**src/rtl/ramp_ref_pkg.sv**
```systemverilog
package ramp_ref_pkg;

  localparam int ADDR_W = 3;

  typedef enum logic [ADDR_W-1:0] {
    RC_CTRL  = 3'd0,
    RC_DAC   = 3'd1,
    RC_PEAK  = 3'd2,
    RC_STEP  = 3'd3,
    RC_DELAY = 3'd4
  } reg_code_e;

  typedef enum logic [1:0] {
    SM_HALT   = 2'b00,
    SM_FINISH = 2'b01,
    SM_FREE0  = 2'b10,
    SM_FREE1  = 2'b11
  } susp_mode_e;

  typedef struct packed {
    susp_mode_e susp;
    logic       peak_from_shadow;
    logic       load_on_sync;
    logic       src_ramp;
  } ctrl_t;

  localparam int CTRL_W = $bits(ctrl_t);

endpackage

```
**src/rtl/rr_regs.sv**
```systemverilog
module rr_regs
  import ramp_ref_pkg::*;
#(
  parameter int DAC_W  = 12,
  parameter int RAMP_W = 16,
  parameter int DLY_W  = 13
) (
  input  logic              clk,
  input  logic              rst_n,
  input  logic              wr_en,
  input  logic [ADDR_W-1:0] wr_addr,
  input  logic [RAMP_W-1:0] wr_data,
  input  logic              sync_i,
  output ctrl_t             ctrl_q,
  output logic [DAC_W-1:0]  dac_sh_q,
  output logic [RAMP_W-1:0] peak_sh_q,
  output logic [RAMP_W-1:0] peak_act_q,
  output logic [RAMP_W-1:0] step_act_q,
  output logic [DLY_W-1:0]  dly_act_q
);

  logic [RAMP_W-1:0] step_sh_q;
  logic [DLY_W-1:0]  dly_sh_q;

  // shadow registers, written by software
  always_ff @(posedge clk) begin
    if (!rst_n) begin
      ctrl_q    <= '0;
      dac_sh_q  <= '0;
      peak_sh_q <= '0;
      step_sh_q <= '0;
      dly_sh_q  <= '0;
    end else if (wr_en) begin
      case (reg_code_e'(wr_addr))
        RC_CTRL:  ctrl_q    <= ctrl_t'(wr_data[CTRL_W-1:0]);
        RC_DAC:   dac_sh_q  <= wr_data[DAC_W-1:0];
        RC_PEAK:  peak_sh_q <= wr_data;
        RC_STEP:  step_sh_q <= wr_data;
        RC_DELAY: dly_sh_q  <= wr_data[DLY_W-1:0];
        default:  ;
      endcase
    end
  end

  // active copies, refreshed at each period sync
  always_ff @(posedge clk) begin
    if (!rst_n) begin
      peak_act_q <= '0;
      step_act_q <= '0;
      dly_act_q  <= '0;
    end else if (sync_i) begin
      peak_act_q <= peak_sh_q;
      step_act_q <= step_sh_q;
      dly_act_q  <= dly_sh_q;
    end
  end

endmodule

```
**src/rtl/rr_ramp.sv**
```systemverilog
module rr_ramp
  import ramp_ref_pkg::*;
#(
  parameter int RAMP_W = 16,
  parameter int DLY_W  = 13
) (
  input  logic              clk,
  input  logic              rst_n,
  input  logic              sync_i,
  input  logic              trip_i,
  input  logic              susp_i,
  input  susp_mode_e        susp_mode,
  input  logic [RAMP_W-1:0] reload_val,
  input  logic [RAMP_W-1:0] step_act,
  input  logic [DLY_W-1:0]  dly_act,
  output logic [RAMP_W-1:0] ramp_q,
  output logic              reload_ev,
  output logic              wait_ev,
  output logic              freeze,
  output logic              hold_q
);

  localparam logic [DLY_W-1:0] DLY_ONE = DLY_W'(1);

  logic [DLY_W-1:0] elapsed_q;
  logic             stop_q;
  logic             stop_req;
  logic             finish_mode;

  function automatic logic [RAMP_W-1:0] sat_sub(input logic [RAMP_W-1:0] a,
                                                input logic [RAMP_W-1:0] b);
    return (a < b) ? '0 : a - b;
  endfunction

  assign finish_mode = (susp_mode == SM_FINISH);
  assign freeze      = susp_i && ((susp_mode == SM_HALT) || (finish_mode && stop_q));
  assign stop_req    = sync_i && susp_i && finish_mode && !stop_q;
  assign reload_ev   = sync_i && !freeze && !stop_req;
  assign wait_ev     = (elapsed_q < dly_act);

  always_ff @(posedge clk) begin
    if (!rst_n) begin
      ramp_q    <= '0;
      elapsed_q <= '0;
      hold_q    <= 1'b0;
    end else if (reload_ev) begin
      ramp_q    <= reload_val;
      elapsed_q <= '0;
      hold_q    <= 1'b0;
    end else if (!freeze && !stop_req) begin
      if (trip_i) hold_q <= 1'b1;
      if (wait_ev) elapsed_q <= elapsed_q + DLY_ONE;
      else if (!hold_q && !trip_i) ramp_q <= sat_sub(ramp_q, step_act);
    end
  end

  always_ff @(posedge clk) begin
    if (!rst_n) stop_q <= 1'b0;
    else if (!susp_i || !finish_mode) stop_q <= 1'b0;
    else if (stop_req) stop_q <= 1'b1;
  end

endmodule

```
**src/rtl/rr_dac_sel.sv**
```systemverilog
module rr_dac_sel #(
  parameter int DAC_W  = 12,
  parameter int RAMP_W = 16
) (
  input  logic              clk,
  input  logic              rst_n,
  input  logic              sync_i,
  input  logic              src_ramp,
  input  logic              load_on_sync,
  input  logic [DAC_W-1:0]  dac_sh,
  input  logic [RAMP_W-1:0] ramp,
  output logic [DAC_W-1:0]  dac_q
);

  function automatic logic [DAC_W-1:0] ramp_to_code(input logic [RAMP_W-1:0] r);
    return r[RAMP_W-1 -: DAC_W];
  endfunction

  always_ff @(posedge clk) begin
    if (!rst_n) dac_q <= '0;
    else if (src_ramp) dac_q <= ramp_to_code(ramp);
    else if (!load_on_sync || sync_i) dac_q <= dac_sh;
  end

endmodule

```
**src/rtl/ramp_ref_gen.sv**
```systemverilog
module ramp_ref_gen
  import ramp_ref_pkg::*;
#(
  parameter int DAC_W  = 12,
  parameter int RAMP_W = 16,
  parameter int DLY_W  = 13
) (
  input  logic              clk,
  input  logic              rst_n,
  input  logic              wr_en,
  input  logic [2:0]        wr_addr,
  input  logic [RAMP_W-1:0] wr_data,
  input  logic              sync_i,
  input  logic              trip_i,
  input  logic              susp_i,
  output logic [DAC_W-1:0]  dac_o,
  output logic [RAMP_W-1:0] ramp_o
);

  ctrl_t             ctrl;
  logic [DAC_W-1:0]  dac_shadow;
  logic [RAMP_W-1:0] peak_sh, peak_act, step_act, reload_val;
  logic [DLY_W-1:0]  dly_act;
  logic              reload_ev, wait_ev, freeze, hold_q;

  rr_regs #(.DAC_W(DAC_W), .RAMP_W(RAMP_W), .DLY_W(DLY_W)) u_regs (
    .clk(clk), .rst_n(rst_n), .wr_en(wr_en), .wr_addr(wr_addr),
    .wr_data(wr_data), .sync_i(sync_i), .ctrl_q(ctrl),
    .dac_sh_q(dac_shadow), .peak_sh_q(peak_sh), .peak_act_q(peak_act),
    .step_act_q(step_act), .dly_act_q(dly_act)
  );

  assign reload_val = ctrl.peak_from_shadow ? peak_sh : peak_act;

  rr_ramp #(.RAMP_W(RAMP_W), .DLY_W(DLY_W)) u_ramp (
    .clk(clk), .rst_n(rst_n), .sync_i(sync_i), .trip_i(trip_i),
    .susp_i(susp_i), .susp_mode(ctrl.susp), .reload_val(reload_val),
    .step_act(step_act), .dly_act(dly_act), .ramp_q(ramp_o),
    .reload_ev(reload_ev), .wait_ev(wait_ev), .freeze(freeze), .hold_q(hold_q)
  );

  rr_dac_sel #(.DAC_W(DAC_W), .RAMP_W(RAMP_W)) u_dac (
    .clk(clk), .rst_n(rst_n), .sync_i(sync_i), .src_ramp(ctrl.src_ramp),
    .load_on_sync(ctrl.load_on_sync), .dac_sh(dac_shadow), .ramp(ramp_o),
    .dac_q(dac_o)
  );

endmodule

```
**config.mk**
```make
export PLATFORM = sky130hd
export DESIGN_NAME = ramp_ref_gen
export DESIGN_NICKNAME = d
export VERILOG_FILES = /design/src/rtl/ramp_ref_pkg.sv /design/src/rtl/rr_regs.sv /design/src/rtl/rr_ramp.sv /design/src/rtl/rr_dac_sel.sv /design/src/rtl/ramp_ref_gen.sv
export SDC_FILE = /design/constraint.sdc
export NUM_CORES = 1
export LEC_CHECK = 0
export ABC_CLOCK_PERIOD_IN_PS = 3900
export BUFFER_PORTS_ARGS = -buffer_cell sky130_fd_sc_hd__buf_2
export CAP_MARGIN = 20
export CORE_MARGIN = 3
export CORE_UTILIZATION = 40
export DETAILED_ROUTE_END_ITERATION = 10
export GPL_ROUTABILITY_DRIVEN = 0
export PLACE_DENSITY = 0.69
export SETUP_SLACK_MARGIN = 0.2
export SLEW_MARGIN = 20
export SYNTH_ARGS = -nofsm -noshare
export SYNTH_HDL_FRONTEND = slang
export SYNTH_SLANG_ARGS = --single-unit
```
**constraint.sdc**
```tcl
create_clock -name clk -period 3.9 [get_ports clk]
set_input_delay 0.195 -clock clk [delete_from_list [all_inputs] [get_ports clk]]
set_output_delay 0.195 -clock clk [all_outputs]
set_load 0.01 [all_outputs]
```
# Yosys cells after proc, flatten, opt, wreduce, memory -nomap -nowiden

Index checks and enable logic that the tools add are counted.

Register bits after elaboration: 150
Input bits: 25
Logic and storage cells: 70

$add $sub $neg: 2
Magnitude comparators: 2
Equal/unequal tests: 6
Multiplexer cells: 8
Bitwise logic cells: 1
Reduce and logical (&&, ||, !) cells: 35

Operators with widths:

| kind                  | count |
|---|---|
| $mux 16               | 6 |
| $mux 12               | 2 |
| $lt 16x16->1          | 1 |
| $sub 16x16->16        | 1 |
| $reduce_and 2->1      | 7 |
| $add 13x1->13 const B | 1 |
| $lt 13x13->1          | 1 |
| $logic_and 1x1->1     | 9 |
| $logic_not 1->1       | 8 |
| $eq 3x2->1 const B    | 2 |
| $reduce_bool 2->1     | 3 |
| $reduce_or 2->1       | 2 |
| $eq 3x1->1 const B    | 1 |
| $eq 3x3->1 const B    | 1 |
| $logic_not 3->1       | 1 |
| $logic_or 1x1->1      | 3 |
| $reduce_and 3->1      | 1 |
| $eq 2x1->1 const B    | 1 |
| $logic_not 2->1       | 1 |
| $ne 2x2->1 const B    | 1 |
| $not 1->1             | 1 |

# Depth between registers and ports, before layout

Gate-level depths: netlist of run 1.

Depth after elaboration: 9
Depth in mapped cells: 10

# By module

From an unflattened synthesis of run 1, not the netlist that was laid out.

Cell total of the unflattened synthesis: 814
Area, all modules: 7701.1 um^2

By module, submodules not included:

| module       | times used | cells each | area each (um^2) | sequential area each (um^2) |
|---|---|---|---|---|
| rr_regs      | 1          | 368        | 3976.3           | 2142.1 |
| rr_ramp      | 1          | 371        | 2812.7           | 620.6 |
| rr_dac_sel   | 1          | 57         | 663.1            | 240.2 |
| ramp_ref_gen | 1          | 18         | 249.0            | 0.0 |

# Worst setup path before layout of run 1

Ideal clock, no wire load.

Kind: register to register
From: reg u_ramp.ramp_q[0]
To: reg u_ramp.ramp_q[5]
Setup time: 0.058 ns
Arrival time: 2.264 ns
Required time: 3.842 ns
Path slack: 1.578 ns
Cell stages (with the launch flop): 11
Period minus slack after synthesis: 2.322 ns
Cell sequence: dfxtp_1 inv_1 ha_1 fa_1 nand2b_1 a21o_1 a21oi_1 o311a_2 buf_2 and3_2 o21a_1

Word-level cells in the longest chain between the ends: 6
Elaborated cells between the ends (all ways): 7

Ends and longest elaborated chain:

| item                                                  | RTL line      | RTL |
|---|---|---|
| from (decl)                                           | rr_ramp.sv:16 | `output logic [RAMP_W-1:0] ramp_q,` |
| from (signal assigned)                                | rr_ramp.sv:47 | `ramp_q <= reload_val;` |
| from (signal assigned)                                | rr_ramp.sv:53 | `else if (!hold_q && !trip_i) ramp_q <= sat_sub(ramp_q, step_act);` |
| $sub 16x16->16 / $lt 16x16->1 (equally long branches) | rr_ramp.sv:32 | `return (a < b) ? '0 : a - b;` |
| $mux 16 *                                             | rr_ramp.sv:32 |  |
| $mux 16 *                                             | rr_ramp.sv:53 |  |
| $mux 16 *                                             | rr_ramp.sv:52 | `if (wait_ev) elapsed_q <= elapsed_q + DLY_ONE;` |
| $mux 16 *                                             | rr_ramp.sv:50 | `end else if (!freeze && !stop_req) begin` |
| $mux 16 *                                             | rr_ramp.sv:46 | `end else if (reload_ev) begin` |

Mark *: on every way between the ends. The rest lies on a longest branch, timed or not. The select of a mux whose other input is x is not followed.
A chain may end at the register's enable or synchronous reset.

# Final worst setup path of run 1

From: reg u_ramp.ramp_q[0]
To: reg u_ramp.ramp_q[13]

Same word-level chain as after synthesis.

==> impl_metrics.yaml, run 1 <==
yosys:
  ys_types: 66
  avgSynthCellArea_um2: 8.90
  yosys.area.top_type: "dfxtp_1"
  yosysSeqAreaShare_pct: 40.1
  synth_nets: 897
  ys_warn_count: 0
  synth_edf_count: 0
  yosys-top-cells-area: "dfxtp_1 40%, mux2i_1 10%, nand2_1 7.8%"
  syn-cell-area_mm2: 0.00748
  ys_ff_latch: 150
  synth_top_area_share_pct: 40.1
  synthCells: 841
  async_flop_share_pct: 0
  synth_ff_type: "dfxtp_1"
timing:
  worst_slew_pin_slew_ns: 0.902
  grt_setup_unrepaired: "no"
  hold_viol: 0
  setup-tns-final_ns: 0
  fin_ws_ns: 1.33
  clock_skew_ns: 0.0112
  drv_slew: 0
  fin_crit_sh_pct: 65.8
  slew_headroom_pct: 39.7
  setup_viol: 0
  max_freq_ghz: 0.390
  period_needed_ns: 2.57
detailed_routing:
  postRouteWirelength_mm: 19.3
  avgViaCountPerCell: 5.42
  drt_iter0_drc: 451
  firstDrtPassIters: 5
  wl_per_cell_um: 17.3
  num_vias: 6011
  drc: 0
  postRouteAntennaNets: 0
clock_network:
  insertion_delay_ns: 0.43
  tritoncts: "done"
  cts.sinks: 150
  cts-root-buf: "clkbuf_16"
  htreeDepth: 4
  cts_buffer_depth: 2
  clk_pin_slew_ns: 0.06
  cts_buffers: 17
  post_cts_buffers: 0
  cts_hold_buf: 0
  cts_resized: 0
placed_design:
  placed_area_mm2: 0.00783
  placed_cells: 1078
  hpwl_mm: 13.5
  dpl_worst_slack_ns: 1.36
  portBuffers: 52
final_layout:
  final_nets: 924
  fin_area_mm2: 0.00842
  antenna_cells: 0
  final_util_pct: 46.4
  syn_to_final_growth_pct: 12.5
  fill_cells: 1750
  layout-drive-gt1-share_pct: 12.6
  finalNonFillerCells: 1110
die:
  ios: 53
  core_area_mm2: 0.0181
  dieWidth_um: 143
  initial_core_util_pct: 41.2
  die_area_mm2: 0.0204
  rows: 49
  die_h_um: 143
global_route:
  grtUsageTotal_pct: 19.1
  grt_pass1_wl_mm: 30.8
  antenna_found_initial: 0
  grt_pass1_vias: 5537
  grt_start_max_net_pins: 77
  grt_overflow: 0
critical_path:
  cp_max_fo: 16
  worstPathArrival_ns: 2.93
  endpoint_kind: "register"
  worst_ep_required_time_ns: 4.26
  critPathLaunchType: "register"
  crit_type: "reg -> reg"
power:
  powerDensity_mw_per_mm2: 427
  power.leakage_nw: 3.34
  peakVddDrop_mv: 0.320
status:
  run_status: "finished, final reports clean"
run:
  drv_cap: 0
min_path:
  holdCritPathClass: "in -> reg"
==> Yosys cell counts (3+ instances only) <==
library cell / number
a21oi_1: 38
nor2_1: 19
and2_1: 3
xor2_1: 7
o31ai_1: 6
buf_1: 6
nand2b_1: 5
o211a_1: 13
nand3_1: 10
clkbuf_1: 31
mux2i_1: 77
inv_1: 35
ha_1: 30
o22a_1: 5
o211ai_1: 4
a21o_1: 7
a211oi_1: 5
a21boi_0: 57
nand3b_1: 3
nor2b_1: 55
and3_2: 7
o22ai_1: 6
nand4b_1: 3
or3_1: 7
and3_1: 6
nand2_1: 156
o21ai_0: 15
dfxtp_1: 150
buf_6: 3
or4_1: 6
o21a_1: 7
xnor2_1: 3
buf_2: 5
a21boi_1: 7
nand4_1: 8
==> power by group <==
part           switching (mW)  internal (mW)
clock network           0.671          0.937
logic                   0.233          0.161
registers              0.0312           1.56
==> final timing paths <==
path	slack (ns)	depth (start not counted)	endpoint	from
max reg2reg	1.33	9	u_ramp.ramp_q[13]$_SDFFE_PN0P_	u_ramp.ramp_q[0]$_SDFFE_PN0P_
min reg2reg	0.46	2	u_ramp.stop_q$_SDFFE_PP0P_	u_regs.ctrl_q[3]$_SDFFE_PN0P_
max	1.33	9	u_ramp.ramp_q[13]$_SDFFE_PN0P_	u_ramp.ramp_q[0]$_SDFFE_PN0P_
min	0.03	3	u_regs.step_sh_q[15]$_SDFFE_PN0P_	wr_data[15]
==> through the flow <==
| step | hold slack (ns) | total power, mW |
|---|---|---|
| finish | 0.0339 | 3.59 |
| global route | 0.0651 | 3.73 |
| CTS | 0.0234 | 3.61 |
| detailed placement | 0.449 | 2.02 |
| global placement | 0.445 | 2.01 |
| floorplan | 0.336 | 1.91 |
==> cell type report <==
type | count | area [µm²] | share of cell area [%]
timing repair buffer | 56 | 293 | 3.48
clock inverter | 12 | 116 | 1.38
inverter | 35 | 131 | 1.56
sequential | 150 | 3000 | 35.7
tap | 229 | 287 | 3.40
clock buffer | 20 | 467 | 5.54
multi-input combinational | 608 | 4120 | 48.9
==> logic make-up after synthesis <==
group,after synthesis,synth area share [%]
compound gates,190,18.7
xor+xnor,10,1.17
fa+ha+maj,31,5.28
buf+inv,83,4.80
flops,150,40.1
mux,78,10.5
simple gates,299,19.5
==> layout by cell type, fill, tap and decap left out, drive strengths merged, types with 6 or more instances in the layout <==
cell    instances
ha             30
dfxtp         150
nand2         157
o31ai           6
or3             7
nand4           8
nand3          11
xor2            7
a21o            8
o21a            7
o211a          13
and3           13
a21boi         64
clkbuf         20
inv            39
a21oi          39
o22ai           6
mux2i          77
buf            56
nor2b          55
nor2           19
or4             6
o21ai          17
==> layer usage <==
layer / global-route usage [%] / up-vias / part of all wire (%)
li1: - / 2980 / -
met1: 28.8 / 2845 / 49
met2: 28.2 / 166 / 44
met3: 3.08 / 20 / 5.4
met4: 5.35 / 0 / 1.3
met5: 0 / - / 0
==> sequential cells by signal (all words and copies together), names as in the netlist, 5 cells and up <==
signal,count
u_regs.ctrl_q,5
u_regs.step_act_q,16
u_ramp.ramp_q,16
u_regs.step_sh_q,16
u_dac.dac_q,12
u_regs.dly_sh_q,13
u_regs.dly_act_q,13
u_regs.peak_act_q,16
u_ramp.elapsed_q,13
u_regs.peak_sh_q,16
u_regs.dac_sh_q,12
==> worst max-delay path: stages (launching register included) <==
cell and delay [ns]:
dfxtp_1 0.35, inv_1 0.07, ha_1 0.20, fa_1 0.39, nand2b_1 0.18, a21o_1 0.22, a21oi_1 0.28, o311a_2 0.42
and3_2 0.24, o221a_1 0.16
No activity file was read; power rests on OpenSTA's default activity.
==> run 2: changes to the inputs <==
ABC_CLOCK_PERIOD_IN_PS = 2600   (was 3900)
clock period = 2.6 ns   (was 3.9 ns; I/O delays follow)
==> run 2 against run 1 <==
Compared with the run above:
- sequential cell count is the same
- critical endpoint unchanged
- maximum frequency grew 5.7%
- first-iteration DRC count grew 7.1%
- critical path type unchanged
- non-clock buffer count grew 28
- power grew 50%
- sequential power grew 50%
- global-route usage is essentially flat
- worst setup slack lost 1.2 ns
==> impl_metrics.yaml, run 2 (synthesis results as in run 1) <==
power:
  p_comb_share_pct: 12.9
  clkPwrFrac_pct: 42.9
  power.leakage_nw: 3.50
  peakVddDrop_mv: 0.473
  sw_frac_of_total_pct: 26.1
  powerDensity_mw_per_mm2: 613
  seqPwrFrac_pct: 44.2
  p_int_mw: 3.98
  p_sw_mw: 1.41
timing:
  period_needed_ns: 2.43
  hold_viol: 0
  clock_skew_ns: 0.0111
  fin_crit_sh_pct: 93.4
  grt_setup_unrepaired: "yes"
  max_freq_ghz: 0.412
  drv_slew: 0
  slew_headroom_pct: 45.8
  setup_viol: 0
  setup-tns-final_ns: 0
  worst_slew_pin_slew_ns: 0.811
critical_path:
  worst_ep_required_time_ns: 2.91
  crit_type: "reg -> reg"
  crit_start: "u_regs.dly_act_q[11]$_SDFFE_PN0P_"
  worstPathArrival_ns: 2.74
  setup.worst_path.end: "u_ramp.ramp_q[13]$_SDFFE_PN0P_"
  cp_max_fo: 8
  endpoint_kind: "register"
  r2r_start: "u_regs.dly_act_q[11]$_SDFFE_PN0P_"
  rr_worst_depth: 10
  r2r_end: "u_ramp.ramp_q[13]$_SDFFE_PN0P_"
  reg2reg_slack_ns: 0.17
  critPathLaunchType: "register"
detailed_routing:
  drc: 0
  postRouteWirelength_mm: 19.6
  avgViaCountPerCell: 5.41
  postRouteAntennaNets: 0
  wl_per_cell_um: 17.3
  firstDrtPassIters: 5
  drt_iter0_drc: 483
  num_vias: 6155
die:
  dieWidth_um: 143
  ios: 53
  die_h_um: 143
  initial_core_util_pct: 41.2
  die_area_mm2: 0.0204
  core_area_mm2: 0.0181
  rows: 49
final_layout:
  layout-drive-gt1-share_pct: 16.2
  finalNonFillerCells: 1138
  syn_to_final_growth_pct: 17.4
  final_cell_mix: "156 x nand2_1, 145 x dfxtp_1, 77 x mux2i_1, 57 x a21boi_0, 55 x nor2b_1"
  antenna_cells: 0
  final_nets: 953
  fill_cells: 1698
  final_common_cell: "nand2_1"
global_route:
  grtUsageMet3_pct: 3.48
  grtUsageTotal_pct: 19.2
  grtUsageMet1_pct: 27.9
  busiest_layer: "met2"
  met2_usage_pct: 28.4
  antenna_found_initial: 0
  grt_pass1_vias: 5661
  grt_pass1_wl_mm: 30.8
  grt_start_max_net_pins: 108
  grt_overflow: 0
clock_network:
  cts-root-buf: "clkbuf_16"
  cts_buffers: 17
  cts_buffer_depth: 2
  clk_pin_slew_ns: 0.06
  htreeDepth: 4
  tritoncts: "done"
  cts.sinks: 150
  insertion_delay_ns: 0.43
status:
  run_status: "finished, final reports clean"
min_path:
  holdCritPathClass: "in -> reg"
run:
  drv_cap: 0
placed_design:
  placed_cells: 1092
  hpwl_mm: 13.5
  portBuffers: 52
-- run 2: changes by cell type in the layout (fill, tap and decap cells not counted), moves of 3 or more --
cell           before  now
dfxtp_2             1    5
inv_2               0    4
ha_4                0    4
dfxtp_1           149  145
ha_1               30   26
inv_1              35   31
a21oi_1            38   35
buf_4               5   20
dlygate4sd3_1       0    7
-- run 2: final cells by class --
cell class / instances / area, µm² / area share [%]
clock inverter: 11 / 101 / 1.15
clock buffer: 20 / 447 / 5.08
inverter: 35 / 131 / 1.50
sequential: 150 / 3010 / 34.2
timing repair buffer: 84 / 582 / 6.62
tap: 229 / 287 / 3.26
multi-input combinational: 609 / 4230 / 48.1
-- run 2: through the flow --
step	area (µm²)	utilization [%]	power, mW	hold WS [ns]	worst slack (ns)
2_1_floorplan	7480	-	2.86	0.271	0.278
4_1_cts	8600	47.4	5.37	0.00905	0.191
6_report	8790	48.4	5.38	0.0179	0.171
3_3_place_gp	7960	43.9	3.04	0.408	0.212
3_5_place_dp	7960	43.9	3.05	0.414	0.179
5_1_grt	8790	48.4	5.58	0.0122	0.0469
-- run 2: per-layer routing --
metal / up-vias / part of all wire, %
met5: - / 0
met4: 0 / 2.3
met3: 31 / 5.2
met2: 169 / 43
met1: 2905 / 49
li1: 3050 / -
-- run 2: what timing repair did --
action                                  CTS  global route
endpoints found under the hold margin    15             0
hold buffers                              7             0
gates resized for setup                   2            22
pin swaps                                 0            16
cloned                                    0             3
buffers inserted                          0             5
endpoints found under the setup margin    3            20
-- run 2: worst min-delay path by stage --
stage	start	endpoint	slack (ns)	cells after the start
2_1_floorplan	trip_i	u_ramp.hold_q$_SDFFE_PP0P_	0.27	2
3_5_place_dp	wr_data[15]	u_regs.step_sh_q[15]$_SDFFE_PN0P_	0.41	3
5_1_grt	wr_data[6]	u_regs.dly_sh_q[6]$_SDFFE_PN0P_	0.01	3
4_1_cts	wr_data[6]	u_regs.peak_sh_q[6]$_SDFFE_PN0P_	0.009	3
3_3_place_gp	wr_data[15]	u_regs.peak_sh_q[15]$_SDFFE_PN0P_	0.41	3
6_report	wr_data[7]	u_regs.dac_sh_q[7]$_SDFFE_PN0P_	0.02	3
-- run 2: power groups by stage --
stage | clock network (mW) | logic [mW] | registers [mW]
4_1_cts | 2.35 | 0.638 | 2.38
2_1_floorplan | 0 | 0.436 | 2.43
6_report | 2.31 | 0.695 | 2.38
3_5_place_dp | 0 | 0.616 | 2.43
3_3_place_gp | 0 | 0.613 | 2.43
5_1_grt | 2.44 | 0.756 | 2.38
-- run 2: worst max-delay path: stages (launching register included) --
cell	delay [ns]
dfxtp_2	0.33
inv_2	0.05
ha_4	0.26
nand4_1	0.18
a2111oi_4	0.43
a21oi_2	0.15
a2111oi_4	0.32
buf_6	0.19
buf_12	0.14
a21oi_4	0.05
o221a_1	0.22
